`src/rtl/gpirq_pkg.sv`:
```
package gpirq_pkg;
  localparam int unsigned OFS_STAT = 32'h40;
  localparam int unsigned OFS_ENB  = 32'h50;
  localparam int unsigned OFS_MODE = 32'h60;
  localparam int unsigned OFS_CLR  = 32'h70;
  localparam int unsigned PORT_STEP = 4;

  typedef enum logic [1:0] {
    LANE_POL  = 2'd0,
    LANE_EDGE = 2'd1,
    LANE_BOTH = 2'd2,
    LANE_NONE = 2'd3
  } lane_e;
endpackage

```
`src/rtl/gpirq_trig.sv`:
```
module gpirq_trig (
  input  logic pin_now,
  input  logic pin_old,
  input  logic pol,
  input  logic edg,
  input  logic both,
  output logic hit
);
  logic rise, fall;
  assign rise = pin_now & ~pin_old;
  assign fall = ~pin_now & pin_old;

  always_comb begin
    if (edg) begin
      if (both) hit = rise | fall;
      else      hit = pol ? rise : fall;
    end else begin
      hit = pol ? pin_now : ~pin_now;
    end
  end
endmodule

```
`src/rtl/gpirq_detect.sv`:
```
module gpirq_detect #(
  parameter int NPIN = 8
) (
  input  logic              clk,
  input  logic              rst,
  input  logic [NPIN-1:0]   pins,
  input  logic [3*NPIN-1:0] mode,
  input  logic [NPIN-1:0]   clr,
  output logic [NPIN-1:0]   set_o,
  output logic [NPIN-1:0]   stat_o
);
  logic [NPIN-1:0] prev_q;
  logic [NPIN-1:0] stat_q;

  always_ff @(posedge clk) prev_q <= pins;

  for (genvar i = 0; i < NPIN; i++) begin : g_pin
    gpirq_trig u_trig (
      .pin_now (pins[i]),
      .pin_old (prev_q[i]),
      .pol     (mode[i]),
      .edg     (mode[NPIN + i]),
      .both    (mode[2*NPIN + i]),
      .hit     (set_o[i])
    );
  end

  always_ff @(posedge clk) begin
    if (rst) stat_q <= '0;
    else     stat_q <= (stat_q & ~clr) | set_o;
  end

  assign stat_o = stat_q;
endmodule

```
`src/rtl/gpirq_regs.sv`:
```
module gpirq_regs
  import gpirq_pkg::*;
#(
  parameter int NPIN     = 8,
  parameter int AW       = 8,
  parameter int PORT_IDX = 0,
  parameter int MASK_OFS = 128
) (
  input  logic              clk,
  input  logic              rst,
  input  logic              wr_en,
  input  logic [AW-1:0]     addr,
  input  logic [3*NPIN-1:0] wdata,
  input  logic [NPIN-1:0]   stat,
  output logic [NPIN-1:0]   enb_o,
  output logic [3*NPIN-1:0] mode_o,
  output logic [NPIN-1:0]   clr_o,
  output logic              mode_msk_hit_o,
  output logic [3*NPIN-1:0] rdata_o
);
  localparam int DW   = 3*NPIN;
  localparam int BASE = PORT_STEP * PORT_IDX;
  localparam logic [AW-1:0] A_STAT  = AW'(OFS_STAT + BASE);
  localparam logic [AW-1:0] A_ENB   = AW'(OFS_ENB  + BASE);
  localparam logic [AW-1:0] A_MODE  = AW'(OFS_MODE + BASE);
  localparam logic [AW-1:0] A_CLR   = AW'(OFS_CLR  + BASE);
  localparam logic [AW-1:0] A_ENBM  = AW'(OFS_ENB  + BASE + MASK_OFS);
  localparam logic [AW-1:0] A_MODEM = AW'(OFS_MODE + BASE + MASK_OFS);

  logic [NPIN-1:0] enb_q, enb_d;
  logic [DW-1:0]   mode_q, mode_d, rdata_q;
  logic [NPIN-1:0] m_val, m_msk;
  lane_e           lane;

  assign m_val = wdata[0 +: NPIN];
  assign m_msk = wdata[NPIN +: NPIN];
  assign lane  = lane_e'(wdata[2*NPIN +: 2]);

  always_comb begin
    enb_d = enb_q;
    if (wr_en && addr == A_ENB)       enb_d = m_val;
    else if (wr_en && addr == A_ENBM) enb_d = (enb_q & ~m_msk) | (m_val & m_msk);
  end

  always_comb begin
    mode_d = mode_q;
    if (wr_en && addr == A_MODE) begin
      mode_d = wdata;
    end else if (wr_en && addr == A_MODEM) begin
      for (int l = 0; l < 3; l++) begin
        if (lane == lane_e'(l))
          mode_d[l*NPIN +: NPIN] = (mode_q[l*NPIN +: NPIN] & ~m_msk) | (m_val & m_msk);
      end
    end
  end

  always_ff @(posedge clk) begin
    if (rst) begin
      enb_q   <= '0;
      mode_q  <= '0;
      rdata_q <= '0;
    end else begin
      enb_q  <= enb_d;
      mode_q <= mode_d;
      case (addr)
        A_STAT:          rdata_q <= DW'(stat);
        A_ENB, A_ENBM:   rdata_q <= DW'(enb_q);
        A_MODE, A_MODEM: rdata_q <= mode_q;
        default:         rdata_q <= '0;
      endcase
    end
  end

  assign clr_o          = (wr_en && addr == A_CLR) ? m_val : '0;
  assign mode_msk_hit_o = wr_en && addr == A_MODEM;
  assign enb_o          = enb_q;
  assign mode_o         = mode_q;
  assign rdata_o        = rdata_q;
endmodule

```
`src/rtl/gpirq_top.sv`:
```
module gpirq_top #(
  parameter int NPIN     = 8,
  parameter int AW       = 8,
  parameter int PORT_IDX = 0,
  parameter int MASK_OFS = 128
) (
  input  logic              clk,
  input  logic              rst,
  input  logic [NPIN-1:0]   pins_in,
  input  logic              wr_en,
  input  logic [AW-1:0]     addr,
  input  logic [3*NPIN-1:0] wdata,
  output logic [3*NPIN-1:0] rdata,
  output logic              irq
);
  logic [NPIN-1:0]   enb_q, stat_q, set_vec, clr_vec;
  logic [3*NPIN-1:0] mode_q;
  logic              mode_msk_hit;
  logic              irq_q;

  gpirq_regs #(
    .NPIN(NPIN), .AW(AW), .PORT_IDX(PORT_IDX), .MASK_OFS(MASK_OFS)
  ) u_regs (
    .clk            (clk),
    .rst            (rst),
    .wr_en          (wr_en),
    .addr           (addr),
    .wdata          (wdata),
    .stat           (stat_q),
    .enb_o          (enb_q),
    .mode_o         (mode_q),
    .clr_o          (clr_vec),
    .mode_msk_hit_o (mode_msk_hit),
    .rdata_o        (rdata)
  );

  gpirq_detect #(.NPIN(NPIN)) u_detect (
    .clk    (clk),
    .rst    (rst),
    .pins   (pins_in),
    .mode   (mode_q),
    .clr    (clr_vec),
    .set_o  (set_vec),
    .stat_o (stat_q)
  );

  always_ff @(posedge clk) begin
    if (rst) irq_q <= 1'b0;
    else     irq_q <= |(stat_q & enb_q);
  end

  assign irq = irq_q;
endmodule

```
`config.mk`:
```
export PLATFORM = sky130hd
export DESIGN_NAME = gpirq_top
export DESIGN_NICKNAME = d
export VERILOG_FILES = /design/src/rtl/gpirq_pkg.sv /design/src/rtl/gpirq_trig.sv /design/src/rtl/gpirq_detect.sv /design/src/rtl/gpirq_regs.sv /design/src/rtl/gpirq_top.sv
export SDC_FILE = /design/constraint.sdc
export NUM_CORES = 1
export LEC_CHECK = 0
export CORE_UTILIZATION = 35
export DETAILED_ROUTE_END_ITERATION = 8
export DONT_BUFFER_PORTS = 1
export HOLD_SLACK_MARGIN = 0.15
export PLACE_DENSITY_LB_ADDON = 0.15
export SETUP_SLACK_MARGIN = 0.05
export SLEW_MARGIN = 20
export SYNTH_ARGS = -nofsm -noshare
export SYNTH_HDL_FRONTEND = slang
export SYNTH_SLANG_ARGS = --single-unit
```
`constraint.sdc`:
```
create_clock -name clk -period 1.7 [get_ports clk]
set_input_delay 0.34 -clock clk [delete_from_list [all_inputs] [get_ports clk]]
set_output_delay 0.34 -clock clk [all_outputs]
set_load 0.01 [all_outputs]
```
==> results.sh <==
export IMPL_status="completed"
export IMPL_io_pins=68
export IMPL_dr_pass1_iters=4
export IMPL_timing_hold_violations_final=0
export IMPL_synth_flop_cell="dfxtp_1"
export IMPL_synth_adder_area_share_pct=5.52
export IMPL_cts_buffers=9
export IMPL_start_kind="input pin"
export IMPL_synth_top_area_cell="dfxtp_1"
export IMPL_cts_tree="built"
export IMPL_htreeDepth=3
export IMPL_fmax_ghz=0.696
export IMPL_place_gp_congestion=0.720
export IMPL_synth_area_leaders="dfxtp_1 (40%), a21oi_1 (5.5%), ha_1 (5.5%)"
export IMPL_syn_area_per_cell_um2=8.82
export IMPL_setup_viol=0
export IMPL_arrival_ns=1.73
export IMPL_route_vias_total=3055
export IMPL_seq_area_frac_synth_pct=40.3
export IMPL_synth_edff_count=0
export IMPL_path_max_fanout=16
export IMPL_synthCells=411
export IMPL_clock_path_buffers=2
export IMPL_grt_pass1_wl_mm=16.5
export IMPL_maxSlewViolCount=0
export IMPL_synth_xor_area_share_pct=1.93
export IMPL_yosysWarnings=0
export IMPL_syn_to_final_growth_pct=19.5
export IMPL_vdd_drop_max_v=0.000460
export IMPL_num_rows=36
export IMPL_synth_top_area_share_pct=40.3
export IMPL_cts_sinks=73
export IMPL_fin_area_um2=4330
export IMPL_place_hpwl_mm=6.61
export IMPL_clk_latency_ns=0.35
export IMPL_min_path_type="in -> reg"
export IMPL_tightest_slew_ns=0.473
export IMPL_p_leak_nw=1.73
export IMPL_grt_antenna_before_repair=0
export IMPL_critPathKind="in -> reg"
export IMPL_die_x_um=104
export IMPL_cp_end_kind="flip-flop"
export IMPL_max_slew_margin_pct=68.4
export IMPL_cts_root_buf="clkbuf_8"
export IMPL_drc=0
export IMPL_synth_most_common_cell="dfxtp_1"
export IMPL_syn_area_um2=3630
export IMPL_dieArea_um2=10800
export IMPL_synthMuxAreaShare_pct=4.97
export IMPL_grt_pass1_vias=3139
export IMPL_finClkSkew_ns=0.00610
export IMPL_synth_compound_area_share_pct=23.8
export IMPL_synth_fp_nets=470
export IMPL_routed_wl_mm=9.99
export IMPL_antenna_left=0
export IMPL_hold_buffers=25
export IMPL_vias_per_cell=5.29
export IMPL_fin_crit_ns=1.44
export IMPL_start_util_pct=36.6
export IMPL_drtIter0Drc=163
export IMPL_synth_commonest_cells="dfxtp_1 (73), a21oi_1 (40), inv_1 (34)"
export IMPL_synth_simple_area_share_pct=16.7
export IMPL_grt_usage_pct=19.7
export IMPL_postCtsSetupBuffers=0
export IMPL_grt_overflow=0
export IMPL_io_buffers=0
export IMPL_die_height_um=104
export IMPL_p_total_w=0.00359
export IMPL_fin_nets=499
export IMPL_synth_async_reset_ratio_pct=0
export IMPL_postPlaceCellArea_um2=3850
export IMPL_grt_max_degree=57
export IMPL_ctsResizeCount=0
export IMPL_drive_gt1_share_pct=11.9
export IMPL_cp_required_ns=2.00
export IMPL_num_antenna_cells=0
export IMPL_rsz0062_at_grt="false"
export IMPL_finalCritPeriodShare_pct=84.6
export IMPL_clk_pin_slew_ns=0.08
export IMPL_synth_top_family_by_area="compound AO/OA/AOI/OAI gates"
export IMPL_powerDensity_nw_per_um2=828
export IMPL_synth_cell_types=38
export IMPL_wire_per_inst_um=17.3
export IMPL_cap_violations=0
export IMPL_design_core_area_um2=9910
export IMPL_yosys_register_bits=73
[stage by stage]
step | hold WS (ns) | cells | util (%) | worst slack (ns) | setup TNS (ns)
final | 0.187 | 578 | 43.7 | 0.262 | 0
after global routing | 0.217 | 578 | 43.7 | 0.214 | 0
after CTS | 0.164 | 578 | 43.7 | 0.254 | 0
after detailed placement | 0.368 | 537 | 38.9 | -0.124 | -2.10
after global placement | 0.368 | 537 | 38.9 | -0.0918 | -1.59
after floorplan | 0.368 | 411 | - | -0.0293 | -0.296
[kinds of logic (layout without fill, tap and decap cells)]
| family | count (synthesis) | after routing |
|---|---|---|
| fa+ha+maj | 16 | 16 |
| flops | 73 | 73 |
| mux | 17 | 17 |
| compound gates | 135 | 135 |
| buf+inv | 57 | 91 |
| simple gates | 105 | 105 |
| xor+xnor | 8 | 8 |
[power by group]
part           switching [W]  total (W)  internal (W)
combinational       0.000139   0.000294      0.000154
sequential         0.0000296    0.00176       0.00174
clock               0.000664    0.00153      0.000865
total               0.000833    0.00359       0.00275
[layout by cell type (no fill, tap or decap), types with 9 or more instances in the layout]
cell,count
nand2b_1,11
dfxtp_1,73
dlygate4sd3_1,24
a21oi_1,32
o21ai_1,15
nand2_1,10
clkbuf_8,10
ha_1,16
mux2i_1,9
inv_1,34
a22oi_1,12
nand3_1,17
and2_1,16
a21boi_0,16
buf_4,14
nor2_1,26
o21ai_0,17
[layer usage]
| layer | global-route usage (%) | routed length, µm | vias to the layer above |
|---|---|---|---|
| met5 | 0 | 0 | - |
| met4 | 4.69 | 81 | 0 |
| met3 | 5.29 | 555 | 8 |
| met2 | 32.9 | 4820 | 75 |
| met1 | 25.2 | 4530 | 1459 |
| li1 | - | - | 1513 |
[final cells by class]
type | instances | area, µm²
Clock inverter | 5 | 78.8
Fill cell | 1002 | 5580
Inverter | 34 | 128
Multi-Input combinational cell | 281 | 1950
Tap cell | 133 | 166
Timing Repair Buffer | 41 | 405
Clock buffer | 11 | 141
Sequential cell | 73 | 1460
[worst paths after layout]
check	start	endpoint	slack, ns	depth (start not counted)
hold / removal	wdata[16]	flip-flop	0.19	2
setup / recovery	addr[3]	u_regs.rdata_o[15]$_SDFF_PP0_	0.26	4
hold reg to reg	flip-flop	u_regs.rdata_o[13]$_SDFF_PP0_	0.51	1
setup reg to reg	u_detect.prev_q[6]$_DFF_P_	u_detect.stat_o[6]$_SDFF_PP0_	0.49	5
[critical path, stage by stage]
cell,delay (ns)
or4_4,0.54
or3_1,0.42
nor2_8,0.26
and2_1,0.17
(Power assumes the default switching activity.)
